[src/rtl/sp_pkg.sv]
package sp_pkg;
  timeunit 1ns;
  timeprecision 1ps;

  localparam int ADDR_W = 5;

  localparam logic [ADDR_W-1:0] A_ENABLE   = 5'h00;
  localparam logic [ADDR_W-1:0] A_CTRL     = 5'h01;
  localparam logic [ADDR_W-1:0] A_LSTAT    = 5'h02;
  localparam logic [ADDR_W-1:0] A_FRAME    = 5'h03;
  localparam logic [ADDR_W-1:0] A_DATA     = 5'h04;
  localparam logic [ADDR_W-1:0] A_DIV_LO   = 5'h08;
  localparam logic [ADDR_W-1:0] A_DIV_HI   = 5'h09;
  localparam logic [ADDR_W-1:0] A_FSTAT    = 5'h0A;
  localparam logic [ADDR_W-1:0] A_FCFG     = 5'h0B;
  localparam logic [ADDR_W-1:0] A_FLAG_CLR = 5'h1C;
  localparam logic [ADDR_W-1:0] A_FLAG_SET = 5'h1D;
  localparam logic [ADDR_W-1:0] A_IEN      = 5'h1E;
  localparam logic [ADDR_W-1:0] A_ISTAT    = 5'h1F;

  localparam int NUM_IRQ = 2;
  localparam int IRQ_TX  = 0;
  localparam int IRQ_RX  = 1;

  typedef struct packed {
    logic       ovr;
    logic       frame;
    logic       parity;
    logic [7:0] data;
  } rx_entry_t;

  // RX almost-full condition: mark never below half the FIFO
  function automatic logic rx_over_mark(input int unsigned occ, input int unsigned depth,
                                        input int unsigned thr, input logic fifo_mode);
    if (fifo_mode) return occ > (depth / 2 + thr);
    return occ != 0;
  endfunction

  // TX low-water condition
  function automatic logic tx_low_mark(input int unsigned occ, input int unsigned depth);
    return occ <= depth / 2;
  endfunction
endpackage

[src/rtl/sp_fifo.sv]
module sp_fifo #(
  parameter int WIDTH = 8,
  parameter int DEPTH = 16,
  localparam int AW = (DEPTH > 1) ? $clog2(DEPTH) : 1,
  localparam int CW = $clog2(DEPTH + 1)
) (
  input  logic             clk,
  input  logic             rst_n,
  input  logic             flush,
  input  logic             push,
  input  logic [WIDTH-1:0] din,
  input  logic             pop,
  output logic [WIDTH-1:0] dout,
  output logic [CW-1:0]    count,
  output logic             empty,
  output logic             full
);
  timeunit 1ns;
  timeprecision 1ps;

  logic [WIDTH-1:0] mem [DEPTH];
  logic [AW-1:0]    wr_ptr, rd_ptr;
  logic [CW-1:0]    occ;
  logic             push_ok, pop_ok;

  function automatic logic [AW-1:0] bump(input logic [AW-1:0] p);
    return (p == AW'(DEPTH - 1)) ? '0 : p + 1'b1;
  endfunction

  assign push_ok = push & ~full & ~flush;
  assign pop_ok  = pop & ~empty & ~flush;

  always_ff @(posedge clk or negedge rst_n) begin
    if (!rst_n) begin
      wr_ptr <= '0;
      rd_ptr <= '0;
      occ    <= '0;
    end else if (flush) begin
      wr_ptr <= '0;
      rd_ptr <= '0;
      occ    <= '0;
    end else begin
      if (push_ok) wr_ptr <= bump(wr_ptr);
      if (pop_ok)  rd_ptr <= bump(rd_ptr);
      case ({push_ok, pop_ok})
        2'b10:   occ <= occ + 1'b1;
        2'b01:   occ <= occ - 1'b1;
        default: occ <= occ;
      endcase
    end
  end

  always_ff @(posedge clk) begin
    if (push_ok) mem[wr_ptr] <= din;
  end

  assign dout  = mem[rd_ptr];
  assign count = occ;
  assign empty = (occ == '0);
  assign full  = (occ == CW'(DEPTH));

  assert_no_overflow_R3: assert property (@(posedge clk) disable iff (!rst_n)
    occ <= CW'(DEPTH));
  assert_full_drop_R3: assert property (@(posedge clk) disable iff (!rst_n)
    full && push && !pop && !flush |=> occ == CW'(DEPTH));
  assert_flush_empties_R9: assert property (@(posedge clk) disable iff (!rst_n)
    flush |=> occ == '0);
endmodule

[src/rtl/sp_irq_flags.sv]
module sp_irq_flags #(
  parameter int N = 2
) (
  input  logic         clk,
  input  logic         rst_n,
  input  logic         wipe,
  input  logic [N-1:0] hw_set,
  input  logic [N-1:0] sw_set,
  input  logic [N-1:0] sw_clr,
  input  logic [N-1:0] enable,
  output logic [N-1:0] flags,
  output logic [N-1:0] masked,
  output logic         any
);
  timeunit 1ns;
  timeprecision 1ps;

  for (genvar i = 0; i < N; i++) begin : g_flag
    logic q;
    always_ff @(posedge clk or negedge rst_n) begin
      if (!rst_n)    q <= 1'b0;
      else if (wipe) q <= 1'b0;
      else           q <= (q | hw_set[i] | sw_set[i]) & ~sw_clr[i];
    end
    assign flags[i] = q;

    assert_clear_wins_R7: assert property (@(posedge clk) disable iff (!rst_n)
      sw_clr[i] |=> !flags[i]);
    assert_soft_raise_R7: assert property (@(posedge clk) disable iff (!rst_n)
      sw_set[i] && !sw_clr[i] && !wipe |=> flags[i]);
    assert_wipe_clears_R9: assert property (@(posedge clk) disable iff (!rst_n)
      wipe |=> !flags[i]);
  end

  assign masked = flags & enable;
  assign any    = |masked;
endmodule

[src/rtl/serial_port_regs.sv]
module serial_port_regs #(
  parameter int FIFO_DEPTH = 16,
  parameter int THR_W      = 3,
  localparam int CW        = $clog2(FIFO_DEPTH + 1),
  localparam int RXW       = $bits(sp_pkg::rx_entry_t)
) (
  input  logic        clk,
  input  logic        rst_n,
  input  logic [4:0]  bus_addr,
  input  logic        bus_wr,
  input  logic        bus_rd,
  input  logic [7:0]  bus_wdata,
  output logic [7:0]  bus_rdata,
  output logic        irq,
  output logic        link_rx_en,
  output logic        link_tx_en,
  output logic [7:0]  link_frame_cfg,
  output logic [15:0] link_baud_div,
  output logic        link_tx_valid,
  output logic [7:0]  link_tx_byte,
  input  logic        link_tx_take,
  input  logic        link_tx_busy,
  input  logic        link_rx_push,
  input  logic [7:0]  link_rx_byte,
  input  logic [1:0]  link_rx_err
);
  timeunit 1ns;
  timeprecision 1ps;
  import sp_pkg::*;

  // ---------------- configuration registers ----------------
  logic                blk_en;
  logic [2:0]          ctrl_q;
  logic [7:0]          frame_q, div_lo_q, div_hi_q, fcfg_q;
  logic [NUM_IRQ-1:0]  ien_q;

  logic wr_en_hit, wr_ctrl_hit, wr_frame_hit, wr_lo_hit, wr_hi_hit;
  logic wr_fcfg_hit, wr_ien_hit, wr_data_hit, wr_set_hit, wr_clr_hit, rd_data_hit;

  assign wr_en_hit    = bus_wr && bus_addr == A_ENABLE;
  assign wr_ctrl_hit  = bus_wr && bus_addr == A_CTRL;
  assign wr_frame_hit = bus_wr && bus_addr == A_FRAME;
  assign wr_lo_hit    = bus_wr && bus_addr == A_DIV_LO;
  assign wr_hi_hit    = bus_wr && bus_addr == A_DIV_HI;
  assign wr_fcfg_hit  = bus_wr && bus_addr == A_FCFG;
  assign wr_ien_hit   = bus_wr && bus_addr == A_IEN;
  assign wr_data_hit  = bus_wr && bus_addr == A_DATA;
  assign wr_set_hit   = bus_wr && bus_addr == A_FLAG_SET;
  assign wr_clr_hit   = bus_wr && bus_addr == A_FLAG_CLR;
  assign rd_data_hit  = bus_rd && bus_addr == A_DATA;

  always_ff @(posedge clk or negedge rst_n) begin
    if (!rst_n) begin
      blk_en   <= 1'b0;
      ctrl_q   <= '0;
      frame_q  <= '0;
      div_lo_q <= '0;
      div_hi_q <= '0;
      fcfg_q   <= '0;
      ien_q    <= '0;
    end else begin
      if (wr_en_hit)    blk_en   <= bus_wdata[0];
      if (wr_ctrl_hit)  ctrl_q   <= bus_wdata[2:0];
      if (wr_frame_hit) frame_q  <= bus_wdata;
      if (wr_lo_hit)    div_lo_q <= bus_wdata;
      if (wr_hi_hit)    div_hi_q <= bus_wdata;
      if (wr_fcfg_hit)  fcfg_q   <= bus_wdata;
      if (wr_ien_hit)   ien_q    <= bus_wdata[NUM_IRQ-1:0];
    end
  end

  // ---------------- named internal events ----------------
  logic flush, rx_en_eff, tx_en_eff;
  assign flush     = ~blk_en | ctrl_q[2];
  assign rx_en_eff = ~flush & ctrl_q[0];
  assign tx_en_eff = ~flush & ctrl_q[1];

  logic [CW-1:0] rx_count, tx_count;
  logic          rx_empty, rx_full, tx_empty, tx_full;
  rx_entry_t     rx_head, rx_din;
  logic [7:0]    tx_head;
  logic          rx_push_acc, rx_push_ok, rx_drop, rx_pop_req, tx_push_req, tx_pop_req;
  logic          ovr_pend;

  assign rx_push_acc = link_rx_push & rx_en_eff;
  assign rx_push_ok  = rx_push_acc & ~rx_full;
  assign rx_drop     = rx_push_acc & rx_full;
  assign rx_pop_req  = rd_data_hit;
  assign tx_push_req = wr_data_hit & ~flush;
  assign tx_pop_req  = link_tx_take & link_tx_valid;

  always_ff @(posedge clk or negedge rst_n) begin
    if (!rst_n)          ovr_pend <= 1'b0;
    else if (flush)      ovr_pend <= 1'b0;
    else if (rx_drop)    ovr_pend <= 1'b1;
    else if (rx_push_ok) ovr_pend <= 1'b0;
  end

  assign rx_din = '{ovr: ovr_pend, frame: link_rx_err[1], parity: link_rx_err[0],
                    data: link_rx_byte};

  // ---------------- FIFOs ----------------
  logic [RXW-1:0] rx_dout_raw;

  sp_fifo #(.WIDTH(RXW), .DEPTH(FIFO_DEPTH)) i_rx_fifo (
    .clk   (clk),
    .rst_n (rst_n),
    .flush (flush),
    .push  (rx_push_acc),
    .din   (rx_din),
    .pop   (rx_pop_req),
    .dout  (rx_dout_raw),
    .count (rx_count),
    .empty (rx_empty),
    .full  (rx_full)
  );
  assign rx_head = rx_entry_t'(rx_dout_raw);

  sp_fifo #(.WIDTH(8), .DEPTH(FIFO_DEPTH)) i_tx_fifo (
    .clk   (clk),
    .rst_n (rst_n),
    .flush (flush),
    .push  (tx_push_req),
    .din   (bus_wdata),
    .pop   (tx_pop_req),
    .dout  (tx_head),
    .count (tx_count),
    .empty (tx_empty),
    .full  (tx_full)
  );

  // ---------------- status ----------------
  logic       rx_almost, tx_low, tx_drained;
  logic [2:0] head_err;
  logic [7:0] line_stat, fifo_stat;

  assign rx_almost  = rx_over_mark(32'(rx_count), FIFO_DEPTH, 32'(fcfg_q[THR_W-1:0]), fcfg_q[3]);
  assign tx_low     = tx_low_mark(32'(tx_count), FIFO_DEPTH);
  assign tx_drained = tx_empty & ~link_tx_busy;
  assign head_err   = rx_empty ? 3'b000 : {rx_head.ovr, rx_head.frame, rx_head.parity};
  assign line_stat  = {1'b0, tx_drained, 3'b000, head_err};
  assign fifo_stat  = {tx_low, 2'b00, tx_full, rx_almost, rx_empty, 2'b00};

  // ---------------- interrupts ----------------
  logic [NUM_IRQ-1:0] hw_set, sw_set, sw_clr, irq_flags, irq_masked;

  always_comb begin
    hw_set         = '0;
    hw_set[IRQ_TX] = tx_en_eff & ~tx_full;
    hw_set[IRQ_RX] = rx_almost;
  end
  assign sw_set = wr_set_hit ? bus_wdata[NUM_IRQ-1:0] : '0;
  assign sw_clr = wr_clr_hit ? bus_wdata[NUM_IRQ-1:0] : '0;

  sp_irq_flags #(.N(NUM_IRQ)) i_irq (
    .clk    (clk),
    .rst_n  (rst_n),
    .wipe   (flush),
    .hw_set (hw_set),
    .sw_set (sw_set),
    .sw_clr (sw_clr),
    .enable (ien_q),
    .flags  (irq_flags),
    .masked (irq_masked),
    .any    (irq)
  );

  // ---------------- read mux ----------------
  always_comb begin
    bus_rdata = '0;
    case (bus_addr)
      A_ENABLE: bus_rdata = {7'b0, blk_en};
      A_CTRL:   bus_rdata = {5'b0, ctrl_q};
      A_LSTAT:  bus_rdata = line_stat;
      A_FRAME:  bus_rdata = frame_q;
      A_DATA:   bus_rdata = rx_empty ? 8'h00 : rx_head.data;
      A_DIV_LO: bus_rdata = div_lo_q;
      A_DIV_HI: bus_rdata = div_hi_q;
      A_FSTAT:  bus_rdata = fifo_stat;
      A_FCFG:   bus_rdata = fcfg_q;
      A_IEN:    bus_rdata = {{(8-NUM_IRQ){1'b0}}, ien_q};
      A_ISTAT:  bus_rdata = {{(8-NUM_IRQ){1'b0}}, irq_masked};
      default:  bus_rdata = '0;
    endcase
  end

  // ---------------- engine side ----------------
  assign link_rx_en     = rx_en_eff;
  assign link_tx_en     = tx_en_eff;
  assign link_frame_cfg = frame_q;
  assign link_baud_div  = {div_hi_q, div_lo_q};
  assign link_tx_valid  = tx_en_eff & ~tx_empty;
  assign link_tx_byte   = tx_head;

  // ---------------- assertions ----------------
  assert_pop_on_read_R4: assert property (@(posedge clk) disable iff (!rst_n)
    rx_pop_req && !rx_empty && !rx_push_acc && !flush |=> rx_count == CW'($past(rx_count) - 1'b1));
  assert_overrun_tag_R4: assert property (@(posedge clk) disable iff (!rst_n)
    rx_drop && !flush |=> ovr_pend);
  assert_overrun_consumed_R4: assert property (@(posedge clk) disable iff (!rst_n)
    rx_push_ok |=> !ovr_pend);
  assert_drained_R5: assert property (@(posedge clk) disable iff (!rst_n)
    line_stat[6] |-> tx_count == '0);
  assert_tx_off_R2: assert property (@(posedge clk) disable iff (!rst_n)
    !ctrl_q[1] |-> !link_tx_valid);
  assert_rx_idle_flush_R9: assert property (@(posedge clk) disable iff (!rst_n)
    $past(flush) && flush |-> rx_count == '0 && tx_count == '0);
endmodule

[config.mk]
export PLATFORM = sky130hd
export DESIGN_NAME = serial_port_regs
export DESIGN_NICKNAME = d
export VERILOG_FILES = /design/src/rtl/sp_pkg.sv /design/src/rtl/sp_fifo.sv /design/src/rtl/sp_irq_flags.sv /design/src/rtl/serial_port_regs.sv
export SDC_FILE = /design/constraint.sdc
export NUM_CORES = 1
export LEC_CHECK = 0
export CAP_MARGIN = 40
export CORE_MARGIN = 3
export CORE_UTILIZATION = 52
export DETAILED_ROUTE_END_ITERATION = 8
export PLACE_DENSITY = 0.81
export SYNTH_ARGS = -nofsm -noshare
export SYNTH_HDL_FRONTEND = slang
export SYNTH_HIERARCHICAL = 1
export SYNTH_SLANG_ARGS = --single-unit
export TNS_END_PERCENT = 10
[constraint.sdc]
create_clock -name clk -period 3.8 [get_ports clk]
set_clock_uncertainty 0.15 [all_clocks]
set_input_delay 0.57 -clock clk [delete_from_list [all_inputs] [get_ports clk]]
set_output_delay 0.57 -clock clk [all_outputs]
set_load 0.02 [all_outputs]
# Word level (Yosys, flattened, before mapping)
# Memories as Yosys holds them, arrays and structs flattened.
# Index checks and enable logic that the tools add are counted.
[op_classes]
n_addsub = 9
n_bitwise = 34
reduce_logical = 23
magnitude_cmp = 2
n_mux = 33
n_eq_ne = 22
[op_table]
columns = ["operator", "count"]
rows = [
  ["8-bit case mux with 11 select lines", 1],
  ["4-bit 2-to-1 mux", 12],
  ["5-bit equality test (second input constant)", 6],
  ["5-bit by 4-bit equality test with 1-bit output (second input constant)", 4],
  ["5-bit case mux with 2 select lines", 2],
  ["1-bit bitwise AND", 19],
  ["4-bit by 1-bit adder with 4-bit output (second input constant)", 4],
  ["4-bit equality test (second input constant)", 4],
  ["5-bit logical NOT", 3],
  ["1-bit 2-to-1 mux", 12],
  ["1-bit logical AND", 11],
  ["5-bit by 1-bit adder with 5-bit output (second input constant)", 2],
  ["5-bit by 2-bit equality test with 1-bit output (second input constant)", 2],
  ["5-bit 2-to-1 mux", 2],
  ["5-bit by 1-bit subtractor with 5-bit output (second input constant)", 2],
  ["1-bit inverter", 9],
  ["3-bit nonzero test", 3],
  ["8-bit 2-to-1 mux", 1],
  ["2-bit nonzero test", 4],
  ["4-bit by 3-bit adder with 5-bit output (first input constant)", 1],
  ["5-bit by 1-bit equality test with 1-bit output (second input constant)", 1],
  ["5-bit by 3-bit equality test with 1-bit output (second input constant)", 1],
  ["5-bit greater-than comparator", 1],
  ["5-bit by 4-bit <= comparator with 1-bit output (second input constant)", 1],
  ["8 further kinds", 15],
]
[word_totals]
out_inout_bits = 44
mem_bits_rw = 304
elab_cells = 141
register_bits = 67
memories = 2
[mem_list]
columns = ["name", "depth", "width", "rd", "rd_ports_with_merged_regs", "write_ports", "line_no", "source"]
rows = [
  ["i_rx_fifo.mem", 16, 11, 1, 0, 1, "sp_fifo.sv:21", "logic [WIDTH-1:0] mem [DEPTH];"],
  ["i_tx_fifo.mem", 16, 8, 1, 0, 1, "sp_fifo.sv:21", ""],
]

# Depth between registers and ports, before layout
[logic_depth]
ltp_word = 11
ltp_mapped = 14
mapped_depth_nobuf = 13

# Hierarchy
# Netlist, hierarchy kept.
[modules_own_cells]
columns = ["module", "area_each_um2", "seq_area_each_um2", "cells_each", "instances"]
rows = [
  ["sp_fifo at i_rx_fifo", 7721.2, 5610.4, 443, 1],
  ["sp_fifo at i_tx_fifo", 5870.6, 4169.0, 356, 1],
  ["serial_port_regs", 2272.2, 975.9, 202, 1],
  ["sp_irq_flags", 106.4, 50.0, 11, 1],
]

# Least setup slack after synthesis
# OpenSTA, ideal clock, no wires.
[synth_path]
kind = "input -> register"
from = "in bus_addr[0]"
to = "reg i_tx_fifo.occ[3], in the netlist i_tx_fifo/count[3]"
n_path_buf = 1
arrival_ns = 3.095
path_stages = 13
required_ns = 3.525
path_slack_ns = 0.430
path_cell_list = "buf_6 nor2_1 nand4_1 nor2_1 a21boi_1 or3_1 inv_1 ha_1 a21o_2 a21oi_1 xor2_1 nor2_1 mux2_2"
[synth_via]
elab_chain_len = 8
word_cells_on_any_way = 10
cone_classes = "3 x eq/ne; 2 x mux; 3 x bitwise; 2 x reduce/logical"
[synth_lines]
columns = ["item", "line_no", "source"]
rows = [
  ["start: declaration", "serial_port_regs.sv:9", "input logic [4:0] bus_addr,"],
  ["5-bit by 3-bit equality test with 1-bit output (*)", "serial_port_regs.sv:47", "assign wr_data_hit = bus_wr && bus_addr == A_DATA;"],
  ["1-bit logical AND (*)", "serial_port_regs.sv:47", ""],
  ["1-bit bitwise AND (*)", "serial_port_regs.sv:89", "assign tx_push_req = wr_data_hit & ~flush;"],
  ["named net tx_push_req", "serial_port_regs.sv:82", "logic rx_push_acc, rx_push_ok, rx_drop, rx_pop_req, tx_push_req, tx_pop_req;"],
  ["1-bit bitwise AND (*) (2 in a row)", "sp_fifo.sv:30", "assign push_ok = push & ~full & ~flush;"],
  ["2-bit by 1-bit equality test with 1-bit output / 2-bit equality test (equally long branches)", "sp_fifo.sv:45", "case ({push_ok, pop_ok})"],
  ["5-bit case mux with 2 select lines", "sp_fifo.sv:45", ""],
  ["5-bit 2-to-1 mux", "sp_fifo.sv:38", "end else if (flush) begin"],
  ["end signal: assignment", "sp_fifo.sv:46", "2'b10: occ <= occ + 1'b1;"],
  ["end signal: assignment", "sp_fifo.sv:47", "2'b01: occ <= occ - 1'b1;"],
  ["end: declaration", "sp_fifo.sv:23", "logic [CW-1:0] occ;"],
]
# The timed path passes the listed nets; every way through them passes the cells marked *.
# A chain may end at the register's enable or synchronous reset.

# Final worst setup path
[layout_path]
from = "reg i_tx_fifo.rd_ptr[2]"
to = "out link_tx_byte[3]"
[layout_via]
elab_chain_len = 1
[layout_lines]
columns = ["item", "line_no", "source"]
rows = [
  ["start: declaration", "sp_fifo.sv:22", "logic [AW-1:0] wr_ptr, rd_ptr;"],
  ["start signal: assignment", "sp_fifo.sv:44", "if (pop_ok) rd_ptr <= bump(rd_ptr);"],
  ["memory read 16 x 8 bit", "n/a", ""],
  ["end: declaration", "serial_port_regs.sv:20", "output logic [7:0] link_tx_byte,"],
]
# Every way passes these cells.

==> results by group <==
Layout
  • Antenna fix cells: 0
  • Final Core Density: 62.8%
  • Fin area: 0.0188 mm^2
  • Commonest non-fill, non-tap cells in the layout: edfxtp_1 (304), mux2i_1 (88), nor2_1 (70), buf_4 (68), clkdlybuf4s50_1 (64)
  • Layout Cells excl Fill: 1,562
  • Synthesis-to-finish area growth: 17.8%
  • Fin nets: 1,196
  • Commonest non-fill, non-tap cell in the layout: edfxtp_1
  • Share of cells above drive strength 1: 21.5%

Floorplanning
  • Site Rows: 63
  • I/O pin cnt: 74
  • Starting Density: 53.3%
  • Die W: 181 um
  • Die area: 0.0328 mm^2
  • Die Ht: 181 um
  • CORE AREA: 0.0300 mm^2

Synthesis
  • Post-Syn Area per Cell: 15.8 um^2
  • Mapped Area: 0.0160 mm^2
  • Synth Warn #: 6
  • Post-Syn Instances: 1,010
  • Synth Net Count: 1,061

Worst setup path
  • Worst R2R Start: i_tx_fifo/count[0]
  • Worst R2R Setup Slack: 0.34 ns
  • Worst EP required: 3.08 ns
  • FF-to-FF End: i_tx_fifo/count[3]
  • FF-to-FF path depth: 13
  • Setup Crit Path Kind: reg -> out
  • Worst Setup End Kind: output port
  • Crit-path max FO: 16
  • Worst Path Arrival: 3.01 ns
  • Startpoint types: flip-flop

Run
  • Max-Cap Viols: 0

Timing
  • Slew headroom: 39.2%
  • Final hold vios: 0
  • Max frequency: 268 MHz
  • Worst Tran Pin Value: 0.909 ns
  • Final Cycle Share: 98.1%
  • Setup-failing EPs final: 0
  • RSZ-0062 raised after global routing: true
  • Final Critical Period: 3.73 ns
  • Slew Limit Fails: 0
  • Post-route setup TNS: 0 ns

Power
  • P_leak: 0.00658 uW
  • Tot Pwr: 8780 uW
  • Cell Pwr Density: 467 mW/mm^2
  • IR drop worst, VDD: 0.343 mV

CTS
  • Max Root-Sink Buffers: 3
  • Root Buffer: clkbuf_16
  • H-tree depth: 2
  • Clock tree sinks: 371
  • Clk Latency, worst-skew pair: 0.53 ns
  • CTS tree: yes
  • Clk pin slew, worst setup/hold paths: 0.06 ns
  • Total CTS buffers: 37

Global route
  • Total grt overflow: 0
  • Global-route wire length before repair: 57,800 um
  • Largest net degree at the start of global routing: 54
  • GRT Util Overall: 22.5%
  • Vias in the first global route: 9,727
  • Initial antenna violation count: 0

Routing
  • Routed wire length: 36,600 um
  • Routed WL per cell: 23.4 um
  • DRC Markers: 0
  • Initial DRC count: 929
  • Antenna Violating Nets Remaining: 0
  • 1st-pass router iterations: 5
  • Vias: 9,618
  • Drt via density: 6.16

Place
  • # port buffers: 73
  • Placed cell areas: 0.0175 mm^2
  • Placed cells: 1,491
  • GPL Wtd Cong: 0.881
  • Post-DP HPWL: 23,700 um

Hold path
  • Hold Path Class: in -> async

Outcome
  • Status: finished, final reports clean
## stage by stage
| step | hold slack [ns] | setup WS (ns) |
|---|---|---|
| finish | 0.337 | 0.0706 |
| global route | 0.364 | -0.0355 |
| CTS | 0.337 | -0.0980 |
| detailed placement | 0.345 | 0.193 |
| global placement | 0.342 | 0.165 |
| floorplan | 0.124 | 0.430 |
## area by class of cell
class / instances / area, um^2
Sequential cell: 371 / 10800
Multi-Input combinational cell: 560 / 4850
Fill cell: 2076 / 11200
Timing Repair Buffer: 151 / 1370
Tap cell: 390 / 488
Clock buffer: 51 / 1010
Inverter: 24 / 90.1
Clock inverter: 15 / 174
## sequential cells by signal (all words and copies together) (netlist names), 2 cells and up
signal            count
ctrl_q                3
div_hi_q              8
div_lo_q              8
fcfg_q                8
i_irq/g_flag.q        2
i_rx_fifo/count       5
i_rx_fifo/mem       176
i_rx_fifo/rd_ptr      4
i_rx_fifo/wr_ptr      4
i_tx_fifo/count       5
i_tx_fifo/mem       128
i_tx_fifo/rd_ptr      4
i_tx_fifo/wr_ptr      4
ien_q                 2
link_frame_cfg        8
## what timing repair did
item,in CTS,in global routing
resized for setup,16,16
setup buffers,1,3
hold buffers,1,0
pin swaps,0,0
endpoints found under the setup margin,11,14
hold endpoints to repair,14,0
## layer usage
layer  wire length, um  vias to the layer above  GRT usage [%]
li1                  -                     4217              -
met3              2340                       70           3.02
met5                 0                        -              0
met4              1130                        0           7.46
met2             18600                      446           38.3
met1             14500                     4885           30.1
## report_power, final
group	total (uW)	switching [uW]	internal [uW]	leakage (uW)
logic	712	391	321	0.00235
clock network	3470	1510	1960	0.000573
registers	4590	99.2	4490	0.00366
## worst max-delay path by stage
stage,start,to,depth (start not counted)
2_1_floorplan,bus_addr[0],i_tx_fifo/count[3],13
3_3_place_gp,bus_addr[1],bus_rdata[1],7
3_5_place_dp,i_rx_fifo/rd_ptr[0],bus_rdata[0],9
4_1_cts,i_rx_fifo/rd_ptr[0],bus_rdata[3],8
5_1_grt,i_tx_fifo/rd_ptr[2],link_tx_byte[1],6
6_report,i_tx_fifo/rd_ptr[2],link_tx_byte[3],5
## critical path, stage by stage (launching register included)
cell	delay, ns
dfrtp_1	0.57
and2_2	0.41
a221oi_1	0.63
o21ai_0	0.16
nand2_1	0.10
clkdlybuf4s50_1	0.60
Power figures use the tool's default switching activity.
